## src/rtl/splk_pkg.sv

```systemverilog
package splk_pkg;

    typedef enum logic [1:0] {
        OP_NONE  = 2'd0,
        OP_TAS_RD = 2'd1,
        OP_TAS_SET = 2'd2,
        OP_CLEAR = 2'd3
    } bus_op_e;

    typedef enum logic [2:0] {
        ST_IDLE = 3'd0,
        ST_RD   = 3'd1,
        ST_SET  = 3'd2,
        ST_WAIT = 3'd3,
        ST_HOLD = 3'd4,
        ST_REL  = 3'd5
    } eng_state_e;

    function automatic logic is_holder(eng_state_e s);
        return (s == ST_HOLD) || (s == ST_REL);
    endfunction

    function automatic bus_op_e op_of(eng_state_e s);
        case (s)
            ST_RD:   return OP_TAS_RD;
            ST_SET:  return OP_TAS_SET;
            ST_REL:  return OP_CLEAR;
            default: return OP_NONE;
        endcase
    endfunction

endpackage

```

## src/rtl/splk_word.sv

```systemverilog
module splk_word
    import splk_pkg::*;
(
    input  logic    clk,
    input  logic    rst,
    input  logic    valid_i,
    input  bus_op_e op_i,
    output logic    val_o
);
    logic lock_q;

    always_ff @(posedge clk) begin
        if (rst) begin
            lock_q <= 1'b0;
        end else if (valid_i) begin
            if (op_i == OP_TAS_SET)
                lock_q <= 1'b1;
            else if (op_i == OP_CLEAR)
                lock_q <= 1'b0;
        end
    end

    assign val_o = lock_q;

    // a performed clear leaves the word at 0
    a_r8_clear_word: assert property (@(posedge clk) disable iff (rst)
        (valid_i && op_i == OP_CLEAR) |=> !val_o);

    // a performed set phase leaves the word at 1
    a_r2_set_word: assert property (@(posedge clk) disable iff (rst)
        (valid_i && op_i == OP_TAS_SET) |=> val_o);

endmodule

```

## src/rtl/splk_arbiter.sv

```systemverilog
module splk_arbiter #(
    parameter int N_REQ = 4
) (
    input  logic             clk,
    input  logic             rst,
    input  logic [N_REQ-1:0] req_i,
    input  logic [N_REQ-1:0] lock_i,
    input  logic [N_REQ-1:0] rd_phase_i,
    output logic [N_REQ-1:0] gnt_o
);
    localparam int IDX_W = (N_REQ > 1) ? $clog2(N_REQ) : 1;

    logic             hold_q;
    logic [IDX_W-1:0] hold_idx_q;
    logic             hold_d;
    logic [IDX_W-1:0] gnt_idx;
    logic             found;

    always_comb begin
        gnt_o = '0;
        found = 1'b0;
        if (hold_q) begin
            gnt_o[hold_idx_q] = req_i[hold_idx_q];
        end else begin
            for (int i = 0; i < N_REQ; i++) begin
                if (req_i[i] && !found) begin
                    gnt_o[i] = 1'b1;
                    found    = 1'b1;
                end
            end
        end
    end

    always_comb begin
        gnt_idx = '0;
        for (int i = 0; i < N_REQ; i++)
            if (gnt_o[i]) gnt_idx = IDX_W'(i);
    end

    assign hold_d = |(gnt_o & lock_i & rd_phase_i);

    always_ff @(posedge clk) begin
        if (rst) begin
            hold_q     <= 1'b0;
            hold_idx_q <= '0;
        end else begin
            hold_q     <= hold_d;
            hold_idx_q <= gnt_idx;
        end
    end

    // one master at most on the bus
    a_r3_one_grant: assert property (@(posedge clk) disable iff (rst)
        $onehot0(gnt_o));

    // a request never goes unserved when the bus is free
    a_r3_no_idle_bus: assert property (@(posedge clk) disable iff (rst)
        (!hold_q && |req_i) |-> |gnt_o);

endmodule

```

## src/rtl/splk_engine.sv

```systemverilog
module splk_engine
    import splk_pkg::*;
#(
    parameter int BO_MAX_LOG = 3
) (
    input  logic    clk,
    input  logic    rst,
    input  logic    acq_i,
    input  logic    rel_i,
    input  logic    bus_gnt_i,
    input  logic    rd_val_i,
    output logic    bus_req_o,
    output logic    bus_lock_o,
    output logic    rd_phase_o,
    output bus_op_e bus_op_o,
    output logic    granted_o,
    output logic    rel_err_o
);
    localparam int DLY_W = BO_MAX_LOG + 1;
    localparam logic [DLY_W-1:0] DLY_ONE = DLY_W'(1);
    localparam logic [DLY_W-1:0] DLY_MAX = DLY_ONE << BO_MAX_LOG;

    eng_state_e       state_q;
    logic             fail_q;
    logic [DLY_W-1:0] delay_q;
    logic [DLY_W-1:0] cnt_q;
    logic             err_q;
    logic [DLY_W-1:0] delay_nxt;

    assign delay_nxt = (delay_q == DLY_MAX) ? DLY_MAX : (delay_q << 1);

    always_ff @(posedge clk) begin
        if (rst) begin
            state_q <= ST_IDLE;
            fail_q  <= 1'b0;
            delay_q <= DLY_ONE;
            cnt_q   <= DLY_ONE;
            err_q   <= 1'b0;
        end else begin
            err_q <= rel_i && !is_holder(state_q);
            case (state_q)
                ST_IDLE: if (acq_i) state_q <= ST_RD;
                ST_RD: if (bus_gnt_i) begin
                    fail_q  <= rd_val_i;
                    state_q <= ST_SET;
                end
                ST_SET: if (bus_gnt_i) begin
                    if (fail_q) begin
                        cnt_q   <= delay_q;
                        delay_q <= delay_nxt;
                        state_q <= ST_WAIT;
                    end else begin
                        delay_q <= DLY_ONE;
                        state_q <= ST_HOLD;
                    end
                end
                ST_WAIT: begin
                    if (cnt_q == DLY_ONE) state_q <= ST_RD;
                    else                  cnt_q   <= cnt_q - DLY_ONE;
                end
                ST_HOLD: if (rel_i) state_q <= ST_REL;
                ST_REL:  if (bus_gnt_i) state_q <= ST_IDLE;
                default: state_q <= ST_IDLE;
            endcase
        end
    end

    assign bus_op_o   = op_of(state_q);
    assign bus_req_o  = (bus_op_o != OP_NONE);
    assign bus_lock_o = (state_q == ST_RD) || (state_q == ST_SET);
    assign rd_phase_o = (state_q == ST_RD);
    assign granted_o  = is_holder(state_q);
    assign rel_err_o  = err_q;

    // the wait never exceeds its ceiling
    a_r6_delay_cap: assert property (@(posedge clk) disable iff (rst)
        delay_q <= DLY_MAX);

    // the wait is always a power of two
    a_r5_delay_pow2: assert property (@(posedge clk) disable iff (rst)
        $onehot(delay_q));

    // ownership begins only out of a set phase
    a_r2_grant_after_set: assert property (@(posedge clk) disable iff (rst)
        $rose(granted_o) |-> $past(state_q == ST_SET));

    // ownership ends once the clear write is performed
    a_r8_release_drops: assert property (@(posedge clk) disable iff (rst)
        (state_q == ST_REL && bus_gnt_i) |=> !granted_o);

    // a successful acquire restarts the wait at one
    a_r7_delay_reset: assert property (@(posedge clk) disable iff (rst)
        $rose(granted_o) |-> (delay_q == DLY_ONE));

endmodule

```

## src/rtl/splk_top.sv

```systemverilog
module splk_top
    import splk_pkg::*;
#(
    parameter int N_REQ      = 4,
    parameter int BO_MAX_LOG = 3
) (
    input  logic             clk,
    input  logic             rst,
    input  logic [N_REQ-1:0] acq_req,
    input  logic [N_REQ-1:0] rel_req,
    output logic [N_REQ-1:0] granted,
    output logic [N_REQ-1:0] rel_err,
    output logic [N_REQ-1:0] bus_gnt,
    output logic             bus_lock_line,
    output logic             lock_val
);
    logic [N_REQ-1:0] eng_req;
    logic [N_REQ-1:0] eng_lock;
    logic [N_REQ-1:0] eng_rd;
    bus_op_e          eng_op [N_REQ];
    bus_op_e          sel_op;

    for (genvar g = 0; g < N_REQ; g++) begin : g_eng
        splk_engine #(.BO_MAX_LOG(BO_MAX_LOG)) u_eng (
            .clk        (clk),
            .rst        (rst),
            .acq_i      (acq_req[g]),
            .rel_i      (rel_req[g]),
            .bus_gnt_i  (bus_gnt[g]),
            .rd_val_i   (lock_val),
            .bus_req_o  (eng_req[g]),
            .bus_lock_o (eng_lock[g]),
            .rd_phase_o (eng_rd[g]),
            .bus_op_o   (eng_op[g]),
            .granted_o  (granted[g]),
            .rel_err_o  (rel_err[g])
        );
    end

    splk_arbiter #(.N_REQ(N_REQ)) u_arb (
        .clk        (clk),
        .rst        (rst),
        .req_i      (eng_req),
        .lock_i     (eng_lock),
        .rd_phase_i (eng_rd),
        .gnt_o      (bus_gnt)
    );

    always_comb begin
        sel_op = OP_NONE;
        for (int i = 0; i < N_REQ; i++)
            if (bus_gnt[i]) sel_op = eng_op[i];
    end

    assign bus_lock_line = |(bus_gnt & eng_lock);

    splk_word u_word (
        .clk     (clk),
        .rst     (rst),
        .valid_i (|bus_gnt),
        .op_i    (sel_op),
        .val_o   (lock_val)
    );

    // mutual exclusion among requesters
    a_r11_mutex: assert property (@(posedge clk) disable iff (rst)
        $countones(granted) <= 1);

    // a locked read phase keeps the bus for the next cycle
    a_r4_hold_bus: assert property (@(posedge clk) disable iff (rst)
        (bus_lock_line && sel_op == OP_TAS_RD) |=> $stable(bus_gnt));

    // a holder always sees the word set
    a_r11_holder_word: assert property (@(posedge clk) disable iff (rst)
        (|granted) |-> lock_val);

endmodule

```

## config.mk

```make
export PLATFORM = sky130hd
export DESIGN_NAME = splk_top
export DESIGN_NICKNAME = d
export VERILOG_FILES = /design/src/rtl/splk_pkg.sv /design/src/rtl/splk_word.sv /design/src/rtl/splk_arbiter.sv /design/src/rtl/splk_engine.sv /design/src/rtl/splk_top.sv
export SDC_FILE = /design/constraint.sdc
export NUM_CORES = 1
export LEC_CHECK = 0
export BUFFER_PORTS_ARGS = -buffer_cell sky130_fd_sc_hd__clkbuf_2
export CAP_MARGIN = 10
export CELL_PAD_IN_SITES_DETAIL_PLACEMENT = 0
export CELL_PAD_IN_SITES_GLOBAL_PLACEMENT = 2
export CORE_MARGIN = 2
export CORE_UTILIZATION = 40
export CTS_BUF_LIST = sky130_fd_sc_hd__clkbuf_8
export CTS_CLUSTER_DIAMETER = 150
export DETAILED_ROUTE_END_ITERATION = 16
export GPL_ROUTABILITY_DRIVEN = 0
export PLACE_DENSITY = 0.9
export SYNTH_ARGS = -nofsm -noshare
export SYNTH_HDL_FRONTEND = slang
export SYNTH_SLANG_ARGS = --single-unit
```

## constraint.sdc

```tcl
create_clock -name clk -period 3.1 [get_ports clk]
set_input_delay 0.31 -clock clk [delete_from_list [all_inputs] [get_ports clk]]
set_output_delay 0.31 -clock clk [all_outputs]
set_load 0.05 [all_outputs]
```

==> results of run 1 <==
## registers in the layout, summed over array words and instances, names as in the netlist
register               cells
g_eng.u_eng.cnt_q         16
g_eng.u_eng.delay_q       16
g_eng.u_eng.fail_q         4
g_eng.u_eng.rel_err_o      4
g_eng.u_eng.state_q       12
u_arb.hold_idx_q           2
u_arb.hold_q               1
u_word.val_o               1
## area by class of cell
class	instances	area [sq um]
flip-flops and latches	56	1120
multi-input cells	313	1880
fillers	836	4400
well taps	102	128
clock inverters	2	11.3
inverters	14	52.6
repair buffers	24	123
clock buffers	6	82.6
## through the flow
stage | worst slack, ps | util | hold WS (ps) | total power [uW]
2_1_floorplan | 640 | - | 443 | 2010
3_3_place_gp | 483 | 0.423 | 457 | 2180
3_5_place_dp | 407 | 0.423 | 467 | 2180
4_1_cts | 50.5 | 0.435 | 223 | 2610
5_1_grt | 37.6 | 0.436 | 233 | 2790
6_report | 178 | 0.436 | 227 | 2590
## metal layers
metal / vias up / GRT usage / wire, um
met4: 0 / 0.0290 / 32
met5: - / 0 / 0
met1: 1349 / 0.239 / 3650
li1: 1462 / - / -
met2: 41 / 0.287 / 3310
met3: 2 / 0.0289 / 244
## cell families after synthesis
logic type | count (synthesis)
XOR/XNOR | 1
adder cells (fa/ha/maj) | 8
buffers and inverters | 48
flip-flops | 56
AO/OA/AOI/OAI | 127
multiplexers | 10
AND/OR/NAND/NOR | 167
## synthesized netlist by cell type, types with 7 or more instances
library cell / number
o21ai_0: 22
nor2_1: 42
dfxtp_1: 56
ha_1: 8
buf_4: 13
nor2b_1: 12
clkbuf_1: 14
nor3b_1: 14
a21oi_1: 56
nand2b_1: 8
inv_1: 13
mux2i_1: 8
o31ai_1: 7
nand3_1: 12
nand2_1: 41
nor3_1: 12
## path summary, 6_finish.rpt
path,startpoint,endpoint,slack (ps)
worst max-delay path,g_eng[0].u_eng.state_q[1],bus_lock_line,180
worst min-delay path,rel_req[2],g_eng[2].u_eng.rel_err_o,230
worst max register to register,g_eng[2].u_eng.state_q[1],g_eng[3].u_eng.cnt_q[2],800
worst min register to register,g_eng[3].u_eng.delay_q[2],g_eng[3].u_eng.delay_q[2],480
## tightest hold or removal path, cell delays in order
cell      delay (ps)
clkbuf_2          80
inv_1             60
nor3_1            50
## report_power, final
part	total, uW	switching, uW	internal, uW
Clock	418	239	179
Combinational	1170	773	397
Sequential	998	183	816
==> impl_metrics.toml, run 1 <==
[status]
status = "finished clean"

[worst_setup_path]
cp_top_family = "simple AND/OR/NAND/NOR gates"
critPathKind = "reg2out"
worstPathRequired_ps = 2790
crit_arrival_ps = 2610
cp-start-kind = "flop"
crit_buf_inv = 1
cp_max_fo = 9
critPathSlowestCell = "or4b_4"
crit_cells = 7
worst-r2r-cell-count = 6
end_kind = "primary output"
crit_chain = "nor3b_4 > or3_4 > or4b_4 > a21oi_4 > nor4_1 > nand2_1 > clkbuf_2"
worst_path_largest_cell_delay_ps = 550

[route]
vias_per_cell = 5.52
antenna_left = 0
first_pass_iters = 4
vias = 2854
drc = 0
drtIter0Drc = 99
drt-total-wl_mm = 7.23
wire_per_inst_um = 14.0

[timing]
period_share = 0.942
fin_setup_tns_ps = 0
relSlewSlack = 0.546
drv_slew = 0
setup_violations = 0
tightest_slew_ps = 677
rsz0062_at_grt = "no"
final.setup_skew_ps = 8.88
hold_viol = 0
fin_crit_ps = 2920
max_freq_mhz = 342

[global_routing]
first_global_vias = 2656
grt_max_degree = 37
grt_pass1_wl_mm = 12.6
track_usage = 0.173
overflow = 0
antenna_found_initial = 0

[power_and_ir_drop]
vdd_drop_max_mv = 0.401
power_per_cell_area_nw_per_um2 = 760
power.leakage_uw = 0.00125

[floorplan]
dieArea_sq_um = 8850
start_util = 0.416
ios = 24
placementRows = 32
die_h_um = 94.1
core_sq_um = 7810
fp.dieW_um = 94.1

[synth]
synthTopCellsByArea = "dfxtp_1, a21oi_1, nor2_1, nand2_1, o21ai_0"
synth_compound_area_frac = 0.246
async_flop_share = 0
yosys.area_share.simple = 0.269
synth_cells = 417
yosys.area_share.adder = 0.0308
syn_nets = 435
synth_edf_count = 0
synth_top_area_cell = "dfxtp_1"
yosysWarnings = 0
synth_cell_types = 59
synth_top_area_share = 0.345
yosys_register_bits = 56
synth_mux_area_frac = 0.0316
avgSynthCellArea_sq_um = 7.78
ys_seq_area_frac = 0.345
synth.cell_area_sq_um = 3250
synth_xor_area_frac = 0.00270
ys.flop_type = "dfxtp_1"
synth_top_family_by_area = "simple AND/OR/NAND/NOR gates"

[placement]
dp_hpwl_mm = 5.23
io_buffers = 23
dp.cells = 509
dpl_cell_area_sq_um = 3310

[clock_network]
clk-insertion-delay-late_ps = 300
cts_resized = 0
htreeDepth = 2
clock_sinks = 56
cts_made_buffers = 5
cts_tree = "built"
cts_root_buffer = "clkbuf_8"
cts_hold_buf = 0
cts_buffer_depth = 2
cts.clk_slew.worst_paths_ps = 100
cts_setup_buffers = 0

[final_layout]
final-instance-count-excl-fill = 517
final_cell_mix = "a21oi_1, dfxtp_1, nor2_1"
area_growth_pct = 4.90
final_layout_size_suffix_gt1_frac = 0.123
fin_area_sq_um = 3400
finalNetCount = 432
diodes = 0
final_common_cell = "a21oi_1"

[worst_hold_path]
worstHoldPathType = "in2reg"
worstHoldPathCells = 3

[run]
max-cap-violations = 0
(Power assumes the default switching activity.)
==> run 2: changes to the inputs <==
ABC_AREA = 1   (was unset)
CORE_UTILIZATION = 38   (was 40)
==> run 2 against run 1 <==
Die area about the same. First-iteration DRC count up 25%. Non-clock buffer count unchanged. Largest cell class unchanged. Utilization down 0.85 points.
==> impl_metrics.toml, run 2 <==
[final_layout]
top_regs = "g_eng.u_eng.cnt_q x16, g_eng.u_eng.delay_q x16, g_eng.u_eng.state_q x12"
area_growth_pct = 8.32
finalNetCount = 483
final_common_cell = "nand2_1"
final_cell_mix = "nand2_1, dfxtp_1, inv_1"
fillers = 843
final_layout_size_suffix_gt1_frac = 0.124
fin_area_sq_um = 3340
diodes = 0

[clock_network]
cts_buffer_depth = 2
cts_root_buffer = "clkbuf_8"
clk-insertion-delay-late_ps = 320
cts_setup_buffers = 0
cts_resized = 0
cts_made_buffers = 5
cts_tree = "built"
cts.clk_slew.worst_paths_ps = 120
htreeDepth = 2
clock_sinks = 56
cts_hold_buf = 0

[worst_setup_path]
r2r-start = "g_eng[0].u_eng.state_q[2]"
critPathKind = "reg2out"
end_kind = "primary output"
crit_arrival_ps = 2060
crit_start = "g_eng[0].u_eng.state_q[2]"
worstPathRequired_ps = 2790
cp-start-kind = "flop"
rrSetupSlack_ps = 1350
cp_max_fo = 7
reg2reg_to = "g_eng[1].u_eng.cnt_q[3]"
worst-r2r-cell-count = 10

[global_routing]
track_usage = 0.168
use_met3 = 0.0345
overflow = 0
grt_max_degree = 31
met1_usage = 0.218
first_global_vias = 2648
grt_pass1_wl_mm = 12.0
grt_use_met2 = 0.285
grt.busiest_layer = "met2"
antenna_found_initial = 0

[synth]
yosys.area_share.simple = 0.290
synth.most_common_cell = "nand2_1"
synthTopCellsByArea = "dfxtp_1, nand2_1, o21ai_0, a21oi_1, inv_1"
syn_nets = 469
synth_cells = 451
avgSynthCellArea_sq_um = 6.83
synth_edf_count = 0
synth.cell_area_sq_um = 3080
ys.flop_type = "dfxtp_1"
synth_top_area_share = 0.364
yosysWarnings = 0
synth_top_family_by_area = "simple AND/OR/NAND/NOR gates"
synth_compound_area_frac = 0.181
yosys.area_share.adder = 0.0325
synth_cell_types = 34
synth_common_cells = "nand2_1, dfxtp_1, inv_1"
synth_xor_area_frac = 0.0199
synth_mux_area_frac = 0.00650
async_flop_share = 0
yosys_register_bits = 56
ys_seq_area_frac = 0.364
synth_top_area_cell = "dfxtp_1"

[route]
antenna_left = 0
vias = 2772
drtIter0Drc = 124
vias_per_cell = 4.88
drc = 0
first_pass_iters = 4
wire_per_inst_um = 11.8
drt-total-wl_mm = 6.71

[worst_hold_path]
worstHoldPathCells = 3
worstHoldPathType = "in2reg"
hold_path.startpoint = "rel_req[2]"
hold_end = "g_eng[2].u_eng.rel_err_o"

[timing]
max_freq_mhz = 422
setup_violations = 0
fin_setup_tns_ps = 0
relSlewSlack = 0.407
fin_crit_ps = 2370
rsz0062_at_grt = "no"
period_share = 0.765
drv_slew = 0
tightest_slew_ps = 889
hold_viol = 0
final.setup_skew_ps = 16.1
worst_slack_ps = 730

[power_and_ir_drop]
power.leakage_uw = 0.00153
vdd_drop_max_mv = 0.510
power_per_cell_area_nw_per_um2 = 912

[floorplan]
placementRows = 32
core_sq_um = 7810
fp.dieW_um = 94.1
start_util = 0.395
ios = 24
die_h_um = 94.1
dieArea_sq_um = 8850

[placement]
io_buffers = 23
dpl_cell_area_sq_um = 3220
dp_hpwl_mm = 4.93
place_ws_ps = 1080

[run]
max-cap-violations = 0

[status]
status = "finished clean"
-- run 2: changes by cell type in the layout (fill, tap and decap cells not counted), moves of 8 or more --
cell	previous run	this run
inv_1	14	50
nor3b_1	14	0
nand2_1	41	104
a21oi_1	56	38
inv_2	0	8
nand2b_1	8	0
nor2b_1	11	0
o21ai_0	21	42
-- run 2: worst max-delay path by stage --
stage / slack, ps / end / cells after the start
after floorplan: 1270 / bus_lock_line / 10
after global placement: 1100 / bus_lock_line / 11
after detailed placement: 1080 / bus_lock_line / 11
after CTS: 700 / bus_lock_line / 11
after global routing: 480 / bus_lock_line / 12
final: 730 / bus_lock_line / 11
-- run 2: per-layer routing --
| layer | up-vias | wire length, um |
|---|---|---|
| li1 | 1489 | - |
| met1 | 1252 | 3370 |
| met2 | 27 | 3130 |
| met3 | 4 | 167 |
| met4 | 0 | 53 |
| met5 | - | 0 |
-- run 2: cells by family after synthesis --
logic type      after synthesis
simple gates                203
mux                           2
fa+ha+maj                     8
xor+xnor                      7
compound gates              100
flops                        56
buf+inv                      75
-- run 2: stage by stage --
| step | util | hold slack, ps | power [uW] | instances |
|---|---|---|---|---|
| floorplan | - | 438 | 2290 | 451 |
| global placement | 0.413 | 456 | 2560 | 560 |
| detailed placement | 0.413 | 461 | 2560 | 560 |
| CTS | 0.428 | 188 | 3080 | 568 |
| global route | 0.428 | 194 | 3340 | 568 |
| finish | 0.428 | 207 | 3040 | 568 |
-- run 2: where the power goes --
group | internal [uW] | switching [uW]
logic | 443 | 1040
clock network | 244 | 262
registers | 877 | 175
-- run 2: cell type report --
type / count / area (sq um) / share of cell area
clock buffers: 5 / 68.8 / 0.0206
clock inverters: 3 / 46.3 / 0.0139
inverters: 58 / 218 / 0.0652
multi-input cells: 320 / 1630 / 0.490
flip-flops and latches: 56 / 1120 / 0.336
well taps: 102 / 128 / 0.0382
repair buffers: 24 / 123 / 0.0367
-- run 2: worst max-delay path, stage by stage (launching register included) --
cell and delay [ps]:
dfxtp_1 450, inv_2 90, nand3_2 120, nand3_2 130, nor2_1 110, nand2_1 90, nand2_4 130, nand4_2 130
nand2_1 90, nor2_1 50, nand2_1 80, clkbuf_2 280
